<file path="src/rtl/attr_pkg.sv">
`timescale 1ns/1ps
package attr_pkg;
    localparam int WORD_W    = 32;
    localparam int COMP_W    = 24;
    localparam int NUM_SLOTS = 12;
    localparam int SLOT_W    = 4;
    localparam int ADDR_W    = 2;
    localparam int ATTR_W    = 4 * COMP_W;
    localparam logic [SLOT_W-1:0] IMM_CODE = 4'hF;
    localparam logic [ADDR_W-1:0] ADDR_SEL = 2'd0;

    typedef enum logic [1:0] {
        CS_EMPTY = 2'd0,
        CS_ONE   = 2'd1,
        CS_TWO   = 2'd2
    } coll_state_t;

    typedef struct packed {
        logic [COMP_W-1:0] w;
        logic [COMP_W-1:0] z;
        logic [COMP_W-1:0] y;
        logic [COMP_W-1:0] x;
    } attr_vec_t;
endpackage

</file>
<file path="src/rtl/attr_unpack.sv">
`timescale 1ns/1ps
module attr_unpack
    import attr_pkg::*;
(
    input  logic [WORD_W-1:0] word0,
    input  logic [WORD_W-1:0] word1,
    input  logic [WORD_W-1:0] word2,
    output attr_vec_t         vec
);
    // Components straddle word boundaries; the last word holds x.
    always_comb begin
        vec.x = word2[23:0];
        vec.y = {word1[15:0], word2[31:24]};
        vec.z = {word0[7:0],  word1[31:16]};
        vec.w = word0[31:8];
    end
endmodule

</file>
<file path="src/rtl/attr_collector.sv">
`timescale 1ns/1ps
module attr_collector
    import attr_pkg::*;
(
    input  logic              clk,
    input  logic              rst_n,
    input  logic              wr_valid,
    input  logic [ADDR_W-1:0] wr_addr,
    input  logic [WORD_W-1:0] wr_data,
    output logic [WORD_W-1:0] held0,
    output logic [WORD_W-1:0] held1,
    output logic              commit,
    output logic [SLOT_W-1:0] slot,
    output logic [1:0]        word_count,
    output logic              err_immediate,
    output logic              err_range
);
    coll_state_t state_q, state_d;
    logic [SLOT_W-1:0] slot_q, slot_d;
    logic [WORD_W-1:0] held0_q, held1_q;
    logic err_q;
    logic sel_wr, data_wr, slot_ok, accept, reject;

    always_comb begin
        sel_wr  = wr_valid && (wr_addr == ADDR_SEL);
        data_wr = wr_valid && (wr_addr != ADDR_SEL);
        slot_ok = (slot_q < SLOT_W'(NUM_SLOTS));
        accept  = data_wr && slot_ok;
        reject  = data_wr && !slot_ok;
    end

    // Next-state logic
    always_comb begin
        state_d = state_q;
        slot_d  = slot_q;
        if (sel_wr) begin
            state_d = CS_EMPTY;
            slot_d  = wr_data[SLOT_W-1:0];
        end else if (accept) begin
            unique case (state_q)
                CS_EMPTY: state_d = CS_ONE;
                CS_ONE:   state_d = CS_TWO;
                CS_TWO: begin
                    state_d = CS_EMPTY;
                    slot_d  = slot_q + 1'b1;
                end
                default:  state_d = CS_EMPTY;
            endcase
        end
    end

    // State register
    always_ff @(posedge clk) begin
        if (!rst_n) begin
            state_q <= CS_EMPTY;
            slot_q  <= '0;
            held0_q <= '0;
            held1_q <= '0;
            err_q   <= 1'b0;
        end else begin
            state_q <= state_d;
            slot_q  <= slot_d;
            err_q   <= reject;
            if (accept && state_q == CS_EMPTY) held0_q <= wr_data;
            if (accept && state_q == CS_ONE)   held1_q <= wr_data;
        end
    end

    // Outputs
    always_comb begin
        held0         = held0_q;
        held1         = held1_q;
        commit        = accept && (state_q == CS_TWO);
        slot          = slot_q;
        word_count    = state_q;
        err_immediate = (slot_q == IMM_CODE);
        err_range     = err_q;
    end

    AST_SEL_LOAD: assert property (@(posedge clk) disable iff (!rst_n)
        sel_wr |=> (slot == $past(wr_data[SLOT_W-1:0])) && (word_count == 2'd0));

    AST_IMM_FLAG: assert property (@(posedge clk) disable iff (!rst_n)
        (sel_wr && wr_data[SLOT_W-1:0] == IMM_CODE) |=> err_immediate);

    AST_REJECT_HOLD: assert property (@(posedge clk) disable iff (!rst_n)
        reject |=> err_range && (slot == $past(slot)) && (word_count == $past(word_count)));

    AST_SLOT_ADVANCE: assert property (@(posedge clk) disable iff (!rst_n)
        commit |=> (slot == $past(slot) + 1'b1) && (word_count == 2'd0));

    AST_COUNT_STEP: assert property (@(posedge clk) disable iff (!rst_n)
        (accept && word_count != 2'd2) |=> (word_count == $past(word_count) + 1'b1));
endmodule

</file>
<file path="src/rtl/attr_store.sv">
`timescale 1ns/1ps
module attr_store
    import attr_pkg::*;
(
    input  logic              clk,
    input  logic              rst_n,
    input  logic              we,
    input  logic [SLOT_W-1:0] waddr,
    input  attr_vec_t         wdata,
    input  logic [SLOT_W-1:0] raddr,
    output attr_vec_t         rdata
);
    attr_vec_t mem [NUM_SLOTS];
    logic [NUM_SLOTS-1:0] we_vec;

    for (genvar i = 0; i < NUM_SLOTS; i++) begin : g_entry
        assign we_vec[i] = we && (waddr == SLOT_W'(i));

        always_ff @(posedge clk) begin
            if (!rst_n)         mem[i] <= '0;
            else if (we_vec[i]) mem[i] <= wdata;
        end

        AST_ENTRY_WRITE: assert property (@(posedge clk) disable iff (!rst_n)
            we_vec[i] |=> (mem[i] == $past(wdata)));
    end

    always_comb begin
        if (raddr < SLOT_W'(NUM_SLOTS)) rdata = mem[raddr];
        else                            rdata = '0;
    end

    AST_ONE_ENTRY: assert property (@(posedge clk) disable iff (!rst_n)
        $onehot0(we_vec));
endmodule

</file>
<file path="src/rtl/attr_pack_assembler.sv">
`timescale 1ns/1ps
module attr_pack_assembler
    import attr_pkg::*;
(
    input  logic              clk,
    input  logic              rst_n,
    input  logic              wr_valid,
    input  logic [ADDR_W-1:0] wr_addr,
    input  logic [WORD_W-1:0] wr_data,
    input  logic [SLOT_W-1:0] rd_slot,
    output logic [ATTR_W-1:0] rd_attr,
    output logic [SLOT_W-1:0] cur_slot,
    output logic [1:0]        word_count,
    output logic              err_immediate,
    output logic              err_range
);
    logic [WORD_W-1:0] held0, held1;
    logic commit;
    attr_vec_t packed_vec, read_vec;

    attr_collector u_coll (
        .clk(clk), .rst_n(rst_n), .wr_valid(wr_valid), .wr_addr(wr_addr),
        .wr_data(wr_data), .held0(held0), .held1(held1), .commit(commit),
        .slot(cur_slot), .word_count(word_count),
        .err_immediate(err_immediate), .err_range(err_range)
    );

    attr_unpack u_unpack (
        .word0(held0), .word1(held1), .word2(wr_data), .vec(packed_vec)
    );

    attr_store u_store (
        .clk(clk), .rst_n(rst_n), .we(commit), .waddr(cur_slot),
        .wdata(packed_vec), .raddr(rd_slot), .rdata(read_vec)
    );

    assign rd_attr = read_vec;

    AST_NO_STORE_AT_RANGE: assert property (@(posedge clk) disable iff (!rst_n)
        (cur_slot >= SLOT_W'(NUM_SLOTS)) |-> !commit);
endmodule

</file>
<file path="config.mk">
export PLATFORM = sky130hd
export DESIGN_NAME = attr_pack_assembler
export DESIGN_NICKNAME = d
export VERILOG_FILES = /design/src/rtl/attr_pkg.sv /design/src/rtl/attr_unpack.sv /design/src/rtl/attr_collector.sv /design/src/rtl/attr_store.sv /design/src/rtl/attr_pack_assembler.sv
export SDC_FILE = /design/constraint.sdc
export NUM_CORES = 2
export LEC_CHECK = 0
export BUFFER_PORTS_ARGS = -buffer_cell sky130_fd_sc_hd__buf_2
export CORE_UTILIZATION = 57
export CTS_CLUSTER_SIZE = 14
export DETAILED_ROUTE_END_ITERATION = 10
export HOLD_SLACK_MARGIN = 0.05
export PLACE_DENSITY = 0.86
export SYNTH_ARGS = -nofsm -noshare
export SYNTH_HDL_FRONTEND = slang
export SYNTH_SLANG_ARGS = --single-unit
</file>
<file path="constraint.sdc">
create_clock -name clk -period 7.9 [get_ports clk]
set_input_delay 0.395 -clock clk [delete_from_list [all_inputs] [get_ports clk]]
set_output_delay 0.395 -clock clk [all_outputs]
set_load 0.05 [all_outputs]
</file>
==> results.yml <==
run_status:
  status: "finished, final reports clean"
layout:
  final_common_cell: "edfxtp_1"
  areaGrowthSynthToFinish_pct: 7.976
  layout-drive-gt1-share_pct: 37.20
  final_cell_mix: "edfxtp_1, nor3_2, nor3_1"
  num-nets-final: 3566
  postLayoutCoreUtil_pct: 62.27
  fill_cells: 6752
setup_path:
  reg2reg_to: "u_store.mem[9][61]"
  crit_fanout: 37
  arrival_ns: 3.87
  critPathLaunchType: "input pin"
  end_kind: "primary output"
  crit_start: "rd_slot[2]"
  cp.required_ns: 7.51
  setup.worst_path.class: "input pin to primary output"
  reg2reg_depth: 7
  r2r-start: "u_coll.slot[1]"
  crit_path_end: "rd_attr[8]"
  reg2reg_slack_ns: 3.69
pwr:
  p_comb_share_pct: 9.3
  power_switching_uw: 3513
  leakagePower_uw: 0.01897
  p_seq_share_pct: 51.6
  finalPower_uw: 14250
  p_per_area_nw_per_um2: 231.8
  max-vdd-ir-drop_v: 0.0001922
  p_int_uw: 10740
  p_clk_share_pct: 39.1
  swShare_pct: 24.66
detailed_routing:
  viasPerCell: 7.044
  dr.pass1.iters: 5
  drt_iter0_markers: 5115
  wl_per_cell_um: 31.01
  routed_wl_mm: 152.4
  dr_total_vias: 34610
  drc_errors: 0
  ant_nets: 0
yosys:
  syn-num-nets: 3691
  ys_types: 39
  synth_area_um2: 56930
  synth-seq-cells: 1223
  ys_seq_area_share_pct: 63.27
  synth_edf_count: 1152
  yosysTopAreaCell: "edfxtp_1"
  netlist_instances: 3646
  yosys_warnings: 0
  async_flop_share_pct: 0
  syn_area_per_cell_um2: 15.61
  synth_top_area_share_pct: 60.77
  synth_ff_type: "edfxtp_1"
  synth.area.top_cells: "edfxtp_1, mux4_2, nor3_2"
timing:
  rsz0062_at_grt: "false"
  period_share_pct: 54.01
  setup_viol: 0
  timing.fmax_mhz: 234.4
  skew_ns: 0.02141
  tightest_slew_ns: 1.244
  slew_violations: 0
  min_period_ns: 4.267
  maxSlewHeadroom_pct: 16.85
  setup_slack_ns: 3.633
  whs_ns: 0.1140
  finalHoldViolCount: 0
  fin_tns_setup_ns: 0
cts:
  clock_sinks: 1223
  cts_max_path_buffers: 3
  ctsRootBufferMaster: "clkbuf_16"
  htree_levels: 3
  clock_latency_ns: 0.71
  cts_setup_buffers: 0
  tritoncts: "done"
  cts_made_buffers: 119
  cts.clk_slew.worst_paths_ns: 0.06
grt:
  grt_pass1_vias: 34290
  antenna_found_initial: 4
  grtUsageTotal_pct: 29.97
  grt_pass1_wl_mm: 225.7
  grt_overflow: 0
  grt_max_degree: 186
die:
  std_cell_rows: 115
  dieArea_um2: 101100
  die_w_um: 318.0
  start_util_pct: 57.67
  coreArea_um2: 98710
  chipHeight_um: 318.0
  io_pins: 145
placement:
  hpwl_mm: 80.63
  gp_congestion: 0.7973
  portBuffers: 144
  pre_cts_slack_ns: 3.511
hold_path:
  hold_start: "wr_addr[0]"
  hold_path.class: "input pin to flop"
flow_run:
  cap_viol_max_count: 0
-- stage by stage --
| stage | cell area, um2 | std cells |
|---|---|---|
| final | 61470 | 4914 |
| after global routing | 61460 | 4913 |
| after CTS | 61460 | 4913 |
| after detailed placement | 57630 | 4683 |
| after global placement | 57630 | 4683 |
| after floorplan | 56930 | 3646 |
-- Yosys cell counts (2+ instances only) --
cell type / instances
dfxtp_1: 71
nor2_1: 4
or3_1: 2
mux2i_1: 64
nand3_1: 3
nor3_2: 647
edfxtp_1: 1152
a22oi_1: 96
nor3_1: 505
buf_2: 106
buf_6: 76
ha_1: 4
inv_1: 4
o21a_1: 2
nor2b_1: 4
buf_1: 144
buf_4: 13
o21ai_0: 12
a21o_1: 2
a31oi_1: 2
o21ai_1: 4
clkbuf_1: 128
mux4_2: 288
nand2b_1: 4
buf_12: 3
a21oi_1: 4
nand2_1: 290
-- repair_timing --
action | 4_1_cts | 5_1_grt
resized for setup | 0 | 0
endpoints found under the hold margin | 4 | 0
hold buffers | 4 | 0
-- worst min path at each step --
stage | to | slack [ns] | cells after the start
final | u_coll.err_range | 0.11 | 3
after CTS | u_coll.err_range | 0.08 | 3
after global placement | u_coll.word_count[0] | 0.61 | 2
after floorplan | u_coll.held1[13] | 0.49 | 2
after detailed placement | u_coll.word_count[0] | 0.64 | 2
after global routing | u_coll.err_range | 0.14 | 3
-- worst max-delay path, stage by stage --
cell,delay (ns)
buf_4,0.56
buf_4,0.52
nor2b_4,0.97
buf_4,0.60
nand2_1,0.13
nand2_1,0.27
buf_2,0.33
-- power by group through the flow --
stage / Clock (uW) / Sequential, uW / Combinational, uW
2_1_floorplan: 0 / 7510 / 882
3_3_place_gp: 0 / 7470 / 1290
3_5_place_dp: 0 / 7490 / 1300
4_1_cts: 5570 / 7350 / 1300
5_1_grt: 5810 / 7370 / 1350
6_report: 5570 / 7360 / 1320
-- area by class of cell --
class	count	area, um2	area share [%]
inverter	4	20.02	0.03257
tap	1287	1610	2.620
antenna	1	2.502	0.004071
clock buffer	161	3269	5.319
timing repair buffer	224	1461	2.378
multi-input combinational	1949	18560	30.20
sequential	1223	36010	58.59
clock inverter	65	528.0	0.8590
-- kinds of logic after synthesis --
family,count (synthesis),synth area share (%)
simple gates,1466,17.99
flops,1223,63.27
buf+inv,474,4.532
mux,352,12.52
compound gates,127,1.604
fa+ha+maj,4,0.08792
-- layer usage --
layer  wire length (um)  GRT usage [%]  vias to the layer above  share of wire, %
met4               5859          11.63                        8               3.8
met2              73150          47.06                     2808                48
met1              52490          40.40                    17470                34
met5                 53              0                        -             0.035
met3              20810          7.744                      402                14
li1                   -              -                    13920                 -
-- registers in the layout (all words and copies together) (netlist names) --
name               count
u_coll.err_range       1
u_store.mem         1152
u_coll.slot            4
u_coll.word_count      2
u_coll.held0          32
u_coll.held1          32
Power figures use the tool's default switching activity.
